File: src/rtl/rob_pkg.sv
package rob_pkg;
   localparam int unsigned ROB_DEPTH_DFLT = 8;
   localparam int unsigned ROB_REG_W_DFLT = 5;
   localparam int unsigned ROB_DATA_W_DFLT = 32;
   localparam int unsigned ROB_PC_W_DFLT = 32;

   function automatic bit is_pow2(input int unsigned v);
      return (v != 0) && ((v & (v - 1)) == 0);
   endfunction
endpackage

File: src/rtl/rob_ptrs.sv
module rob_ptrs #(
   parameter int unsigned DEPTH = 8,
   localparam int unsigned IDX_W = $clog2(DEPTH),
   localparam int unsigned PTR_W = IDX_W + 1
) (
   input  logic             clk,
   input  logic             rst_n,
   input  logic             push,
   input  logic             pop,
   input  logic             flush,
   output logic [PTR_W-1:0] head,
   output logic [PTR_W-1:0] tail,
   output logic [PTR_W-1:0] occ,
   output logic             full,
   output logic             empty
);
   always_ff @(posedge clk) begin
      if (!rst_n) begin
         head <= '0;
         tail <= '0;
      end else if (flush) begin
         tail <= head;
      end else begin
         if (push) tail <= tail + PTR_W'(1);
         if (pop)  head <= head + PTR_W'(1);
      end
   end

   assign occ   = tail - head;
   assign full  = (occ == PTR_W'(DEPTH));
   assign empty = (head == tail);
endmodule

File: src/rtl/rob_entries.sv
module rob_entries #(
   parameter int unsigned DEPTH  = 8,
   parameter int unsigned REG_W  = 5,
   parameter int unsigned DATA_W = 32,
   parameter int unsigned PC_W   = 32,
   localparam int unsigned IDX_W = $clog2(DEPTH)
) (
   input  logic              clk,
   input  logic              rst_n,
   input  logic              alloc,
   input  logic [IDX_W-1:0]  alloc_idx,
   input  logic [REG_W-1:0]  alloc_dest,
   input  logic [PC_W-1:0]   alloc_pc,
   input  logic              cmp_valid,
   input  logic [IDX_W-1:0]  cmp_tag,
   input  logic [DATA_W-1:0] cmp_data,
   input  logic              cmp_exc,
   input  logic              rel,
   input  logic [IDX_W-1:0]  rel_idx,
   input  logic              flush,
   output logic              cmp_take,
   output logic [DEPTH-1:0]  busy_q,
   output logic [DEPTH-1:0]  done_q,
   output logic [DEPTH-1:0]  exc_q,
   output logic [REG_W-1:0]  dest_q [DEPTH],
   output logic [DATA_W-1:0] data_q [DEPTH],
   output logic [PC_W-1:0]   pc_q   [DEPTH]
);
   // a completion lands only on a live slot that has not yet finished
   assign cmp_take = cmp_valid && busy_q[cmp_tag] && !done_q[cmp_tag] && !flush;

   for (genvar g = 0; g < DEPTH; g++) begin : g_slot
      logic hit_alloc, hit_cmp, hit_rel;
      assign hit_alloc = alloc    && (alloc_idx == IDX_W'(g));
      assign hit_cmp   = cmp_take && (cmp_tag   == IDX_W'(g));
      assign hit_rel   = rel      && (rel_idx   == IDX_W'(g));

      always_ff @(posedge clk) begin
         if (!rst_n) begin
            busy_q[g] <= 1'b0;
            done_q[g] <= 1'b0;
            exc_q[g]  <= 1'b0;
            dest_q[g] <= '0;
            data_q[g] <= '0;
            pc_q[g]   <= '0;
         end else if (flush) begin
            busy_q[g] <= 1'b0;
            done_q[g] <= 1'b0;
            exc_q[g]  <= 1'b0;
         end else if (hit_alloc) begin
            busy_q[g] <= 1'b1;
            done_q[g] <= 1'b0;
            exc_q[g]  <= 1'b0;
            dest_q[g] <= alloc_dest;
            pc_q[g]   <= alloc_pc;
         end else if (hit_rel) begin
            busy_q[g] <= 1'b0;
            done_q[g] <= 1'b0;
            exc_q[g]  <= 1'b0;
         end else if (hit_cmp) begin
            done_q[g] <= 1'b1;
            exc_q[g]  <= cmp_exc;
            data_q[g] <= cmp_data;
         end
      end
   end
endmodule

File: src/rtl/rob_retire.sv
module rob_retire #(
   parameter int unsigned DEPTH  = 8,
   parameter int unsigned REG_W  = 5,
   parameter int unsigned DATA_W = 32,
   parameter int unsigned PC_W   = 32,
   localparam int unsigned IDX_W = $clog2(DEPTH)
) (
   input  logic              empty,
   input  logic [IDX_W-1:0]  hidx,
   input  logic [DEPTH-1:0]  done_q,
   input  logic [DEPTH-1:0]  exc_q,
   input  logic [REG_W-1:0]  dest_q [DEPTH],
   input  logic [DATA_W-1:0] data_q [DEPTH],
   input  logic [PC_W-1:0]   pc_q   [DEPTH],
   output logic              rf_we,
   output logic [REG_W-1:0]  rf_addr,
   output logic [DATA_W-1:0] rf_data,
   output logic              exc_flag,
   output logic [PC_W-1:0]   exc_pc,
   output logic              pop,
   output logic              flush
);
   logic head_done;
   assign head_done = !empty && done_q[hidx];

   always_comb begin
      rf_we    = head_done && !exc_q[hidx];
      exc_flag = head_done &&  exc_q[hidx];
      rf_addr  = dest_q[hidx];
      rf_data  = data_q[hidx];
      exc_pc   = exc_flag ? pc_q[hidx] : '0;
      pop      = rf_we;
      flush    = exc_flag;
   end
endmodule

File: src/rtl/rob_bypass.sv
module rob_bypass #(
   parameter int unsigned DEPTH   = 8,
   parameter int unsigned DATA_W  = 32,
   parameter bit          FWD_CMP = 1'b1,
   localparam int unsigned IDX_W = $clog2(DEPTH)
) (
   input  logic [IDX_W-1:0]  byp_tag,
   input  logic [DEPTH-1:0]  busy_q,
   input  logic [DEPTH-1:0]  done_q,
   input  logic [DEPTH-1:0]  exc_q,
   input  logic [DATA_W-1:0] data_q [DEPTH],
   input  logic              cmp_take,
   input  logic [IDX_W-1:0]  cmp_tag,
   input  logic [DATA_W-1:0] cmp_data,
   input  logic              cmp_exc,
   output logic              byp_hit,
   output logic [DATA_W-1:0] byp_data
);
   logic stored_hit;
   assign stored_hit = busy_q[byp_tag] && done_q[byp_tag] && !exc_q[byp_tag];

   if (FWD_CMP) begin : g_fwd
      logic live_hit;
      assign live_hit = cmp_take && !cmp_exc && (cmp_tag == byp_tag);
      always_comb begin
         byp_hit  = live_hit || stored_hit;
         byp_data = live_hit ? cmp_data : (stored_hit ? data_q[byp_tag] : '0);
      end
   end else begin : g_stored
      logic              unused_fwd;
      assign unused_fwd = cmp_take ^ cmp_exc ^ (^cmp_tag) ^ (^cmp_data);
      always_comb begin
         byp_hit  = stored_hit;
         byp_data = stored_hit ? data_q[byp_tag] : '0;
      end
   end
endmodule

File: src/rtl/rob_core.sv
module rob_core #(
   parameter int unsigned DEPTH   = rob_pkg::ROB_DEPTH_DFLT,
   parameter int unsigned REG_W   = rob_pkg::ROB_REG_W_DFLT,
   parameter int unsigned DATA_W  = rob_pkg::ROB_DATA_W_DFLT,
   parameter int unsigned PC_W    = rob_pkg::ROB_PC_W_DFLT,
   parameter bit          FWD_CMP = 1'b1,
   localparam int unsigned IDX_W = $clog2(DEPTH),
   localparam int unsigned PTR_W = IDX_W + 1
) (
   input  logic              clk,
   input  logic              rst_n,
   input  logic              disp_valid,
   input  logic [REG_W-1:0]  disp_dest,
   input  logic [PC_W-1:0]   disp_pc,
   output logic              disp_ready,
   output logic [IDX_W-1:0]  disp_tag,
   input  logic              cmp_valid,
   input  logic [IDX_W-1:0]  cmp_tag,
   input  logic [DATA_W-1:0] cmp_data,
   input  logic              cmp_exc,
   input  logic [IDX_W-1:0]  byp_tag,
   output logic              byp_hit,
   output logic [DATA_W-1:0] byp_data,
   output logic              rf_we,
   output logic [REG_W-1:0]  rf_addr,
   output logic [DATA_W-1:0] rf_data,
   output logic              exc_flag,
   output logic [PC_W-1:0]   exc_pc
);
   if (!rob_pkg::is_pow2(DEPTH) || DEPTH < 2) begin : g_bad_depth
      $error("rob_core: DEPTH must be a power of two and at least 2");
   end
   if (REG_W < 1 || DATA_W < 1 || PC_W < 1) begin : g_bad_width
      $error("rob_core: field widths must be positive");
   end

   logic [PTR_W-1:0]  head_ptr, tail_ptr, occ;
   logic              full, empty, push, pop, flush, cmp_take;
   logic [DEPTH-1:0]  busy_q, done_q, exc_q;
   logic [REG_W-1:0]  dest_q [DEPTH];
   logic [DATA_W-1:0] data_q [DEPTH];
   logic [PC_W-1:0]   pc_q   [DEPTH];

   assign disp_ready = !full && !flush;
   assign push       = disp_valid && disp_ready;
   assign disp_tag   = tail_ptr[IDX_W-1:0];

   rob_ptrs #(.DEPTH(DEPTH)) u_ptrs (
      .clk(clk), .rst_n(rst_n), .push(push), .pop(pop), .flush(flush),
      .head(head_ptr), .tail(tail_ptr), .occ(occ), .full(full), .empty(empty)
   );

   rob_entries #(.DEPTH(DEPTH), .REG_W(REG_W), .DATA_W(DATA_W), .PC_W(PC_W)) u_entries (
      .clk(clk), .rst_n(rst_n),
      .alloc(push), .alloc_idx(disp_tag), .alloc_dest(disp_dest), .alloc_pc(disp_pc),
      .cmp_valid(cmp_valid), .cmp_tag(cmp_tag), .cmp_data(cmp_data), .cmp_exc(cmp_exc),
      .rel(pop), .rel_idx(head_ptr[IDX_W-1:0]), .flush(flush),
      .cmp_take(cmp_take), .busy_q(busy_q), .done_q(done_q), .exc_q(exc_q),
      .dest_q(dest_q), .data_q(data_q), .pc_q(pc_q)
   );

   rob_retire #(.DEPTH(DEPTH), .REG_W(REG_W), .DATA_W(DATA_W), .PC_W(PC_W)) u_retire (
      .empty(empty), .hidx(head_ptr[IDX_W-1:0]), .done_q(done_q), .exc_q(exc_q),
      .dest_q(dest_q), .data_q(data_q), .pc_q(pc_q),
      .rf_we(rf_we), .rf_addr(rf_addr), .rf_data(rf_data),
      .exc_flag(exc_flag), .exc_pc(exc_pc), .pop(pop), .flush(flush)
   );

   rob_bypass #(.DEPTH(DEPTH), .DATA_W(DATA_W), .FWD_CMP(FWD_CMP)) u_bypass (
      .byp_tag(byp_tag), .busy_q(busy_q), .done_q(done_q), .exc_q(exc_q), .data_q(data_q),
      .cmp_take(cmp_take), .cmp_tag(cmp_tag), .cmp_data(cmp_data), .cmp_exc(cmp_exc),
      .byp_hit(byp_hit), .byp_data(byp_data)
   );
endmodule

File: config.mk
export PLATFORM = sky130hd
export DESIGN_NAME = rob_core
export DESIGN_NICKNAME = d
export VERILOG_FILES = /design/src/rtl/rob_pkg.sv /design/src/rtl/rob_ptrs.sv /design/src/rtl/rob_entries.sv /design/src/rtl/rob_retire.sv /design/src/rtl/rob_bypass.sv /design/src/rtl/rob_core.sv
export SDC_FILE = /design/constraint.sdc
export NUM_CORES = 2
export LEC_CHECK = 0
export BUFFER_PORTS_ARGS = -buffer_cell sky130_fd_sc_hd__buf_2
export CAP_MARGIN = 20
export CORE_ASPECT_RATIO = 0.75
export CORE_MARGIN = 2
export CORE_UTILIZATION = 30
export DETAILED_ROUTE_END_ITERATION = 10
export PLACE_DENSITY_LB_ADDON = 0.3
export SLEW_MARGIN = 20
export SYNTH_ARGS = -nofsm -noshare
export SYNTH_HDL_FRONTEND = slang
export SYNTH_SLANG_ARGS = --single-unit
File: constraint.sdc
create_clock -name clk -period 5.58 [get_ports clk]
set_input_delay 1.116 -clock clk [delete_from_list [all_inputs] [get_ports clk]]
set_output_delay 1.116 -clock clk [all_outputs]
set_load 0.05 [all_outputs]
==> flow_summary.toml <==
[yosys]
synth_cells = 2679
avgSynthCellArea_um2 = 10.36
ys_seq_elements = 584
synth.distinct_cells = 60
syn_area_um2 = 27740
synth_edf_count = 0
synth_nets = 2774
synth_warnings = 0
synthXorXnorAreaFrac = 0.002526
synth_fa_ha_area_frac = 0.006765
synth-async-reset-ratio = 0
ys_seq_area_frac = 0.4214
synthFlopType = "dfxtp_1"
synth_top_family_by_area = "multiplexers"
synth_compound_area_frac = 0.04361
synth.area.mux_share = 0.3461
synth-simple-area-share = 0.1416

[worst_setup_path]
cp_max_fo = 36
critPathArrivalTime_ns = 4.02
r2r_slack_ns = 1.27
rr_startpoint = "u_ptrs.head[2]$_SDFFE_PN0P_"
rr_endpoint = "u_entries.data_q[113]$_SDFFE_PN0P_"
worst_setup_path_start_kind = "flip-flop"
cp-end-kind = "output port"
cp.required_ns = 4.46
critPathKind = "reg2out"
rr_worst_depth = 8

[drt]
ant_nets = 0
vias_per_cell = 5.046
dr.pass1.iters = 5
drt-total-wl_mm = 81.88
wl_per_cell_um = 20.35
vias = 20300
drtIter0Drc = 1360
drc = 0

[clocking]
root_buffer = "clkbuf_16"
cts_tree = "built"
ctsHoldBuffers = 0
clock_sinks = 584
clk_latency_ns = 0.61
post-cts-setup-buffer-count = 0
clk_path_buf_depth = 3
cts_buffers = 68
clk_pin_slew_ns = 0.06
cts_max_level = 3
cts_resized = 0

[timing]
max_freq_ghz = 0.1948
fin_crit_ns = 5.133
setup-violations-final = 0
min_period_over_period = 0.9198
max_slew_margin = 0.2990
rsz0062_at_grt = "no"
hold_viol = 0
tightest_slew_ns = 1.042
slew_viol_final = 0
fin_setup_tns_ns = 0
clock_skew_ns = 0.01393

[pwr]
power_per_cell_area_nw_per_um2 = 299.2
p_leak_uw = 0.01181
ir_drop_mv = 0.2157

[die]
core_um2 = 91530
num_rows = 96
io_pins = 188
start_util = 0.3031
die_h_um = 267.4
die-width_um = 355.1
dieArea_um2 = 94950

[placement]
dpl-instance-area_um2 = 29710
globalplace.congestion = 0.7534
io_buffers = 187
hpwl_mm = 46.26

[layout]
nNetsFinal = 2838
drive_above_1_share = 0.2068
area_growth_pct = 15.28
post-route-cell-area_um2 = 31980

[hold_path]
holdPathStages = 2
hold_end = "u_entries.pc_q[31]$_SDFFE_PN0P_"
hold_path.class = "reg2reg"
min_from = "u_entries.pc_q[31]$_SDFFE_PN0P_"

[flow_run]
drv_cap = 0

[global_routing]
grt_use_total = 0.1702
grt_max_degree = 139
grt_pass1_wl_mm = 125.1
antenna_found_initial = 8
grt_pass1_vias = 19970
grt_remaining_overflow = 0

[outcome]
status = "complete, no violations"
-- layout by cell type (no fill, tap or decap), types with 5 or more instances in the layout --
master and n:
inv_1 8, clkbuf_1 12, bufinv_16 5, o21ai_0 109, o2bb2ai_1 32, ha_1 15, inv_6 6, buf_12 5
nand3_1 111, buf_2 184, dfxtp_1 581, nor3_2 6, nand2_1 493, nand4_1 5, nor2_1 253, clkinv_2 14
mux2i_1 490, nor2b_1 6, a21oi_1 44, buf_4 37, nor4_4 5, mux4_2 208, clkbuf_16 68, clkbuf_8 11
nor4b_1 9
-- registers in the layout, indices dropped and copies added, names as in the netlist --
name and flops:
u_entries.done_q 8, u_entries.busy_q 8, u_ptrs.tail 4, u_entries.data_q 256
u_ptrs.head 4, u_entries.dest_q 40, u_entries.exc_q 8, u_entries.pc_q 256
-- worst max-delay path by stage --
stage          cells past startpoint  slack, ns            to                        start
2_1_floorplan                      6       0.99  byp_data[12]                   byp_tag[0]
3_3_place_gp                       7       1.04  byp_data[26]                   byp_tag[0]
3_5_place_dp                       7       0.98  byp_data[18]                   byp_tag[0]
4_1_cts                            9       0.40  byp_data[18]  u_ptrs.head[2]$_SDFFE_PN0P_
5_1_grt                            9       0.23  byp_data[18]  u_ptrs.head[2]$_SDFFE_PN0P_
6_report                           9       0.45  byp_data[18]  u_ptrs.head[2]$_SDFFE_PN0P_
-- synthesized netlist by cell type (2+ instances only) --
library cell,n,area (µm²)
mux2i_1,490,4905
nor4_1,2,12.51
ha_1,15,187.7
o21ai_0,109,545.5
and4_1,3,26.28
mux4_2,208,4684
buf_4,20,150.1
xor2_1,4,35.03
nor3_1,2,10.01
xnor2_1,4,35.03
and3b_1,4,35.03
nand3_1,111,555.5
nand3b_1,2,15.01
nand4_1,5,31.28
nor4b_1,9,78.83
buf_2,37,185.2
or4_1,2,15.01
dfxtp_1,584,11690
o221ai_1,2,17.52
nand2b_1,4,25.02
inv_1,8,30.03
buf_6,2,22.52
o31ai_1,2,15.01
nor2b_1,6,37.54
nand2_1,494,1854
o21ai_1,2,10.01
buf_1,38,142.6
nor4_2,6,75.07
a311oi_1,2,17.52
nor2_1,253,949.7
nor3_2,5,50.05
clkbuf_1,136,510.5
a211oi_1,4,30.03
nand4b_1,4,35.03
a21oi_1,44,220.2
o2bb2ai_1,32,280.3
-- layer usage --
layer / GRT usage / wire, µm / vias up
li1: - / - / 9680
met1: 0.2482 / 40400 / 10080
met2: 0.2586 / 35870 / 419
met3: 0.02828 / 3862 / 113
met4: 0.04672 / 1707 / 4
met5: 0 / 28 / -
-- cell families (layout without fill, tap and decap cells) --
logic type / count (synthesis) / after routing
AO/OA/AOI/OAI: 205 / 205
XOR/XNOR: 8 / 8
adder cells (fa/ha/maj): 15 / 15
buffers and inverters: 244 / 360
flip-flops: 584 / 584
multiplexers: 699 / 699
other: 0 / 3
AND/OR/NAND/NOR: 924 / 924
-- final cells by class --
cell class	instances	area [µm²]
diodes	3	7.507
clock buffers	91	1898
clock inverters	31	364.1
fillers	9311	59550
inverters	11	51.30
multi-input cells	1851	15110
flip-flops and latches	584	11700
well taps	1225	1533
repair buffers	227	1314
-- critical path, stage by stage, from the launching register on --
cell and delay (ns):
dfxtp_4 0.75, inv_4 0.35, ha_1 0.47, nand4_1 0.24, nand4_4 0.16, inv_4 0.13
a2111oi_4 0.30, buf_4 0.46, o2bb2ai_1 0.19, buf_2 0.29
-- stage by stage --
stage,utilization,instances,power (µW),worst slack (ns),hold slack (ns)
final,0.3494,4023,9570,0.4473,0.4671
after global routing,0.3494,4022,9926,0.2303,0.4864
after CTS,0.3493,4020,9708,0.3987,0.4692
after detailed placement,0.3246,3898,5121,0.9813,0.4568
after global placement,0.3246,3898,5117,1.038,0.4506
after floorplan,-,2679,4878,0.9897,0.4385
-- power breakdown --
group / switching (µW) / leakage, µW / internal [µW] / total [µW]
sequential: 51.8 / 0.00472 / 4240 / 4300
clock: 1890 / 0.00112 / 2660 / 4550
combinational: 472 / 0.00597 / 256 / 728
total: 2410 / 0.0118 / 7160 / 9570
No activity file was read; power rests on OpenSTA's default activity.
